<file path="src/rtl/dfl_pkg.sv">
package dfl_pkg;

  // Strobes from control to datapath.
  typedef struct packed {
    logic ldIn;    // capture the feed-forward sample
    logic ldCand;  // capture the sliced candidate bits
    logic step;    // advance the decision loop
  } dflStrobe_t;

  // Number of quadratic terms in an upper-triangular kernel of a given order.
  function automatic int triTerms(input int order);
    return order * (order + 1) / 2;
  endfunction

endpackage

</file>
<file path="src/rtl/dfl_control.sv">
module dfl_control
  import dfl_pkg::*;
#(
  parameter int EXTRA_STAGES = 0
) (
  input  logic       clk,
  input  logic       rst,
  input  logic       ffValid,
  output dflStrobe_t strobes,
  output logic       decValid
);

  localparam int PIPE_DEPTH = EXTRA_STAGES + 3;

  logic vIn;
  logic vCand;
  logic tailValid;

  always_ff @(posedge clk) begin
    if (rst) begin
      vIn   <= 1'b0;
      vCand <= 1'b0;
    end else begin
      vIn   <= ffValid;
      vCand <= vIn;
    end
  end

  generate
    if (EXTRA_STAGES == 0) begin : g_noDelay
      assign tailValid = vCand;
    end else begin : g_delay
      logic [EXTRA_STAGES-1:0] vDly;
      always_ff @(posedge clk) begin
        if (rst) begin
          vDly <= '0;
        end else begin
          vDly[0] <= vCand;
          for (int k = 1; k < EXTRA_STAGES; k++) vDly[k] <= vDly[k-1];
        end
      end
      assign tailValid = vDly[EXTRA_STAGES-1];
    end
  endgenerate

  always_comb begin
    strobes.ldIn   = ffValid;
    strobes.ldCand = vIn;
    strobes.step   = tailValid;
  end

  always_ff @(posedge clk) begin
    if (rst) decValid <= 1'b0;
    else     decValid <= tailValid;
  end

  // Checker state: samples accepted and not yet retired at the output.
  logic [7:0] inFlight;
  always_ff @(posedge clk) begin
    if (rst) inFlight <= '0;
    else     inFlight <= inFlight + 8'(ffValid) - 8'(decValid);
  end

  // no output without a pending input.
  p_no_spurious_r6: assert property (@(posedge clk) disable iff (rst)
    decValid |-> (inFlight != 8'd0));

  // the pipeline never holds more samples than its depth.
  p_inflight_bound_r6: assert property (@(posedge clk) disable iff (rst)
    inFlight <= 8'(PIPE_DEPTH));

endmodule

</file>
<file path="src/rtl/dfl_datapath.sv">
module dfl_datapath
  import dfl_pkg::*;
#(
  parameter int FB_ORDER     = 3,
  parameter int WIDTH        = 14,
  parameter int EXTRA_STAGES = 0,
  parameter logic [FB_ORDER*FB_ORDER*WIDTH-1:0] COEFS = '0
) (
  input  logic                    clk,
  input  logic                    rst,
  input  dflStrobe_t              strobes,
  input  logic signed [WIDTH-1:0] ffSample,
  output logic                    decision
);

  localparam int NCAND = 1 << FB_ORDER;
  localparam int TERMS = triTerms(FB_ORDER);
  localparam int SUMW  = WIDTH + $clog2(TERMS + 2) + 1;

  typedef logic signed [SUMW-1:0] sum_t;

  // Feedback value for one history pattern; bit k of the pattern is the
  // decision k+1 samples back.
  function automatic sum_t candValue(input int pattern);
    sum_t acc;
    logic signed [WIDTH-1:0] c;
    acc = '0;
    for (int i = 0; i < FB_ORDER; i++) begin
      for (int j = i; j < FB_ORDER; j++) begin
        if ((((pattern >> i) & 1) != 0) && (((pattern >> j) & 1) != 0)) begin
          c   = COEFS[(i*FB_ORDER+j)*WIDTH +: WIDTH];
          acc = acc + sum_t'(c);
        end
      end
    end
    return acc;
  endfunction

  // Input capture.
  logic signed [WIDTH-1:0] ffReg;
  always_ff @(posedge clk) begin
    if (rst)               ffReg <= '0;
    else if (strobes.ldIn) ffReg <= ffSample;
  end

  // Candidate adders and slicers, one per history pattern.
  logic [NCAND-1:0] sliceBits;
  generate
    for (genvar p = 0; p < NCAND; p++) begin : g_cand
      localparam sum_t CAND = candValue(p);
      sum_t candSum;
      assign candSum      = sum_t'(ffReg) + CAND;
      assign sliceBits[p] = ~candSum[SUMW-1];
    end
  endgenerate

  logic [NCAND-1:0] candReg;
  always_ff @(posedge clk) begin
    if (rst)                 candReg <= '0;
    else if (strobes.ldCand) candReg <= sliceBits;
  end

  // Optional retiming stages between slicers and loop.
  logic [NCAND-1:0] tailBits;
  generate
    if (EXTRA_STAGES == 0) begin : g_noDelay
      assign tailBits = candReg;
    end else begin : g_delay
      logic [EXTRA_STAGES-1:0][NCAND-1:0] dlyQ;
      always_ff @(posedge clk) begin
        if (rst) begin
          dlyQ <= '0;
        end else begin
          dlyQ[0] <= candReg;
          for (int k = 1; k < EXTRA_STAGES; k++) dlyQ[k] <= dlyQ[k-1];
        end
      end
      assign tailBits = dlyQ[EXTRA_STAGES-1];
    end
  endgenerate

  // Recursive loop: one multiplexer and the history register.
  logic [FB_ORDER-1:0] hist;
  logic                decBit;
  assign decBit = tailBits[hist];

  always_ff @(posedge clk) begin
    if (rst) begin
      hist     <= '0;
      decision <= 1'b0;
    end else if (strobes.step) begin
      hist     <= {hist[FB_ORDER-2:0], decBit};
      decision <= decBit;
    end
  end

  // the all-zero pattern has no feedback, so its bit is the sample sign.
  p_zero_pattern_r2: assert property (@(posedge clk) disable iff (rst)
    strobes.ldCand |=> (candReg[0] == !$past(ffReg[WIDTH-1])));

  // history only moves on a loop step.
  p_hist_hold_r5: assert property (@(posedge clk) disable iff (rst)
    !strobes.step |=> $stable(hist));

  // decision holds between steps.
  p_dec_hold_r7: assert property (@(posedge clk) disable iff (rst)
    !strobes.step |=> $stable(decision));

endmodule

</file>
<file path="src/rtl/dfl_loop.sv">
module dfl_loop
  import dfl_pkg::*;
#(
  parameter int FB_ORDER     = 3,
  parameter int WIDTH        = 14,
  parameter int EXTRA_STAGES = 0,
  parameter logic [FB_ORDER*FB_ORDER*WIDTH-1:0] COEFS = '0
) (
  input  logic             clk,
  input  logic             rst,
  input  logic             ffValid,
  input  logic [WIDTH-1:0] ffSample,
  output logic             decValid,
  output logic             decision
);

  dflStrobe_t strobes;

  dfl_control #(
    .EXTRA_STAGES(EXTRA_STAGES)
  ) u_control (
    .clk     (clk),
    .rst     (rst),
    .ffValid (ffValid),
    .strobes (strobes),
    .decValid(decValid)
  );

  dfl_datapath #(
    .FB_ORDER    (FB_ORDER),
    .WIDTH       (WIDTH),
    .EXTRA_STAGES(EXTRA_STAGES),
    .COEFS       (COEFS)
  ) u_datapath (
    .clk     (clk),
    .rst     (rst),
    .strobes (strobes),
    .ffSample($signed(ffSample)),
    .decision(decision)
  );

endmodule

</file>
<file path="config.mk">
export PLATFORM = sky130hd
export DESIGN_NAME = dfl_loop
export DESIGN_NICKNAME = d
export VERILOG_FILES = /design/src/rtl/dfl_pkg.sv /design/src/rtl/dfl_control.sv /design/src/rtl/dfl_datapath.sv /design/src/rtl/dfl_loop.sv
export SDC_FILE = /design/constraint.sdc
export NUM_CORES = 1
export LEC_CHECK = 0
export CAP_MARGIN = 15
export CORE_AREA = 10 10 47 49
export CTS_CLUSTER_DIAMETER = 120
export CTS_CLUSTER_SIZE = 28
export DETAILED_ROUTE_END_ITERATION = 7
export DIE_AREA = 0 0 57 59
export DONT_BUFFER_PORTS = 1
export SLEW_MARGIN = 20
export SYNTH_ARGS = -nofsm -noshare
export SYNTH_HDL_FRONTEND = slang
export SYNTH_SLANG_ARGS = --single-unit
</file>
<file path="constraint.sdc">
create_clock -name clk -period 1.4 [get_ports clk]
set_input_delay 0.21 -clock clk [delete_from_list [all_inputs] [get_ports clk]]
set_output_delay 0.21 -clock clk [all_outputs]
set_load 0.02 [all_outputs]
</file>
==> results.py <==
metrics = {
    "route": {
        "dr_total_vias": 113,
        "routedWlPerCell_um": 10.74,
        "vias_per_cell": 3.324,
        "detailedRoute.firstIterationViolations": 0,
        "detail_route.wirelength_um": 365,
        "drt-pass1-iter-count": 1,
        "ant_nets": 0,
        "remaining_routing_drc_violations": 0,
    },
    "yosys": {
        "ys_seq_elements": 6,
        "syn_area_um2": 182.7,
        "synth_area_per_cell_um2": 12.18,
        "ys_seq_area_share_pct": 65.75,
        "synth.lib_cells_used.distinct": 5,
        "netlist_instances": 15,
        "postSynthNetCount": 32,
        "ys_warn_count": 0,
    },
    "cts": {
        "cts_tree": "done",
        "cts_num_sinks": 6,
        "tritoncts.num_buffers": 3,
        "clock_tree.htree_level_count": 1,
        "clkSlewWorstSetupHoldPaths_ns": 0.04,
        "clock_path_buffers": 2,
        "clk_root_buffer_cell": "sky130_fd_sc_hd__clkbuf_4",
        "post_cts.repair.setup_buffers": 0,
        "worstSkewPairLatency_ns": 0.24,
        "cts_hold_buffers_added": 0,
        "cts.repair.resized": 0,
    },
    "pwr": {
        "vdd_drop_max_v": 0.0003788,
        "power_per_cell_area_nw_per_um2": 1555,
        "power.static_leakage_nw": 0.08502,
    },
    "global_route": {
        "first_global_vias": 135,
        "grt_first_pass_wirelength_um": 627,
        "global_route.usage.total_pct": 2.849,
        "antenna_violations_before_repair": 0,
        "globalRouteOverflowTotal": 0,
        "grt_start_max_net_pins": 7,
    },
    "sta": {
        "rsz0062_at_grt": "no",
        "layout_worst_path_cycle_share_pct": 63.93,
        "timing.max_slew.rel_slack_pct": 83.75,
        "timing_hold_violations_final": 0,
        "worst-slew-pin-transition_ns": 0.2435,
        "fin_crit_ns": 0.8950,
        "fin_skew_ns": 0.001547,
        "setup_total_negative_slack_ns": 0,
        "setup_violations": 0,
        "clock.fmax_mhz": 1117,
        "final_max_slew_viol_count": 0,
    },
    "die": {
        "initial_standard_cell_utilization_of_the_core_pct": 13.04,
        "number_of_top_level_pins": 19,
        "floorplan.die.height_um": 59,
        "overall_die_area_um2": 3363,
        "core-area_um2": 1401,
        "die_w_um": 57,
        "floorplan.rows": 14,
    },
    "setup_path": {
        "critical_path_required_ns": 1.19,
        "critical_path.max_fanout": 2,
        "start_kind": "flip-flop",
        "critPathCaptureType": "output port",
        "criticalPathCategory": "flip-flop to output port",
        "cp.arrival_ns": 0.68,
    },
    "run_status": {
        "outcome": "finished clean",
    },
    "placement": {
        "placed_cells": 31,
        "gp_routability_congestion": 0.6277,
        "io_buffer_count": 0,
    },
    "layout": {
        "area_delta_synth_final_pct": 23.29,
        "insertedDiodeCount": 0,
        "finish.utilization_pct": 16.07,
        "share_of_post_route_cells_with_drive_strength_above_1_pct": 22.22,
        "num-fill-cells": 167,
        "final_cells": 34,
        "nets": 37,
    },
    "run": {
        "maxCapViolCount": 0,
    },
    "hold_path": {
        "hold_class": "input port to flip-flop",
    },
}
-- per-layer routing --
layer	vias to the layer above	GRT usage, %	routed length [um]
met5	-	0	0
met4	0	5.034	4
met3	2	3.004	71
met2	6	2.481	104
met1	50	2.485	184
li1	55	-	-
-- stage by stage --
stage                     hold WS (ns)  cell area, um2  power, mW  setup slack, ns
after detailed placement        0.2845           202.7     0.1990           0.7027
after floorplan                 0.2816           182.7     0.1967           0.7546
after CTS                      0.02922           225.2     0.3591           0.4858
final                          0.03636           225.2     0.3501           0.5050
after global placement          0.2832           202.7     0.1977           0.7104
after global routing           0.02016           225.2     0.3748           0.4580
-- flip-flops by register name (all words and copies together), names as in the netlist --
name and cells:
u_control.tailValid 1, u_datapath.ffReg 1, u_control.decValid 1, u_datapath.candReg 1, u_datapath.decision 1, u_control.vIn 1
-- cells by family after synthesis --
group           Yosys count  synth area share, %
simple gates              6                16.44
compound gates            1                6.848
flops                     6                65.76
mux                       2                10.96
-- placed cells by master, fill, tap and decap left out, drive strengths merged --
cell type and instances:
a211oi 1, clkbuf 3, dfxtp 6, mux2i 2
nor2 3, nor2b 3
-- cell usage after synthesis --
cell type / instances / share of area [%]
sky130_fd_sc_hd__a211oi_2: 1 / 6.8
sky130_fd_sc_hd__dfxtp_1: 6 / 66
sky130_fd_sc_hd__nor2_1: 3 / 6.2
sky130_fd_sc_hd__nor2b_1: 3 / 10
sky130_fd_sc_hd__mux2i_1: 2 / 11
-- power breakdown --
part           internal [mW]  total (mW)  switching, mW
sequential             0.179       0.186        0.00668
clock                 0.0967       0.154         0.0577
combinational        0.00636     0.00965        0.00329
total                  0.282       0.350         0.0677
-- path summary, 6_finish.rpt --
check	start	endpoint	slack [ns]	cells after the start
setup / recovery	u_datapath.decision	decision	0.51	0
hold / removal	rst	u_datapath.decision	0.04	1
setup reg to reg	u_datapath.decision	u_datapath.decision	0.71	2
hold reg to reg	u_datapath.ffReg[13]	u_datapath.candReg[0]	0.47	1
-- layout make-up --
cell class	count	area (um2)	area share (%)
Sequential cell	6	120.1	53.33
Multi-Input combinational cell	9	62.56	27.78
Clock buffer	3	22.52	10.00
Tap cell	16	20.02	8.889
Power figures use the tool's default switching activity.
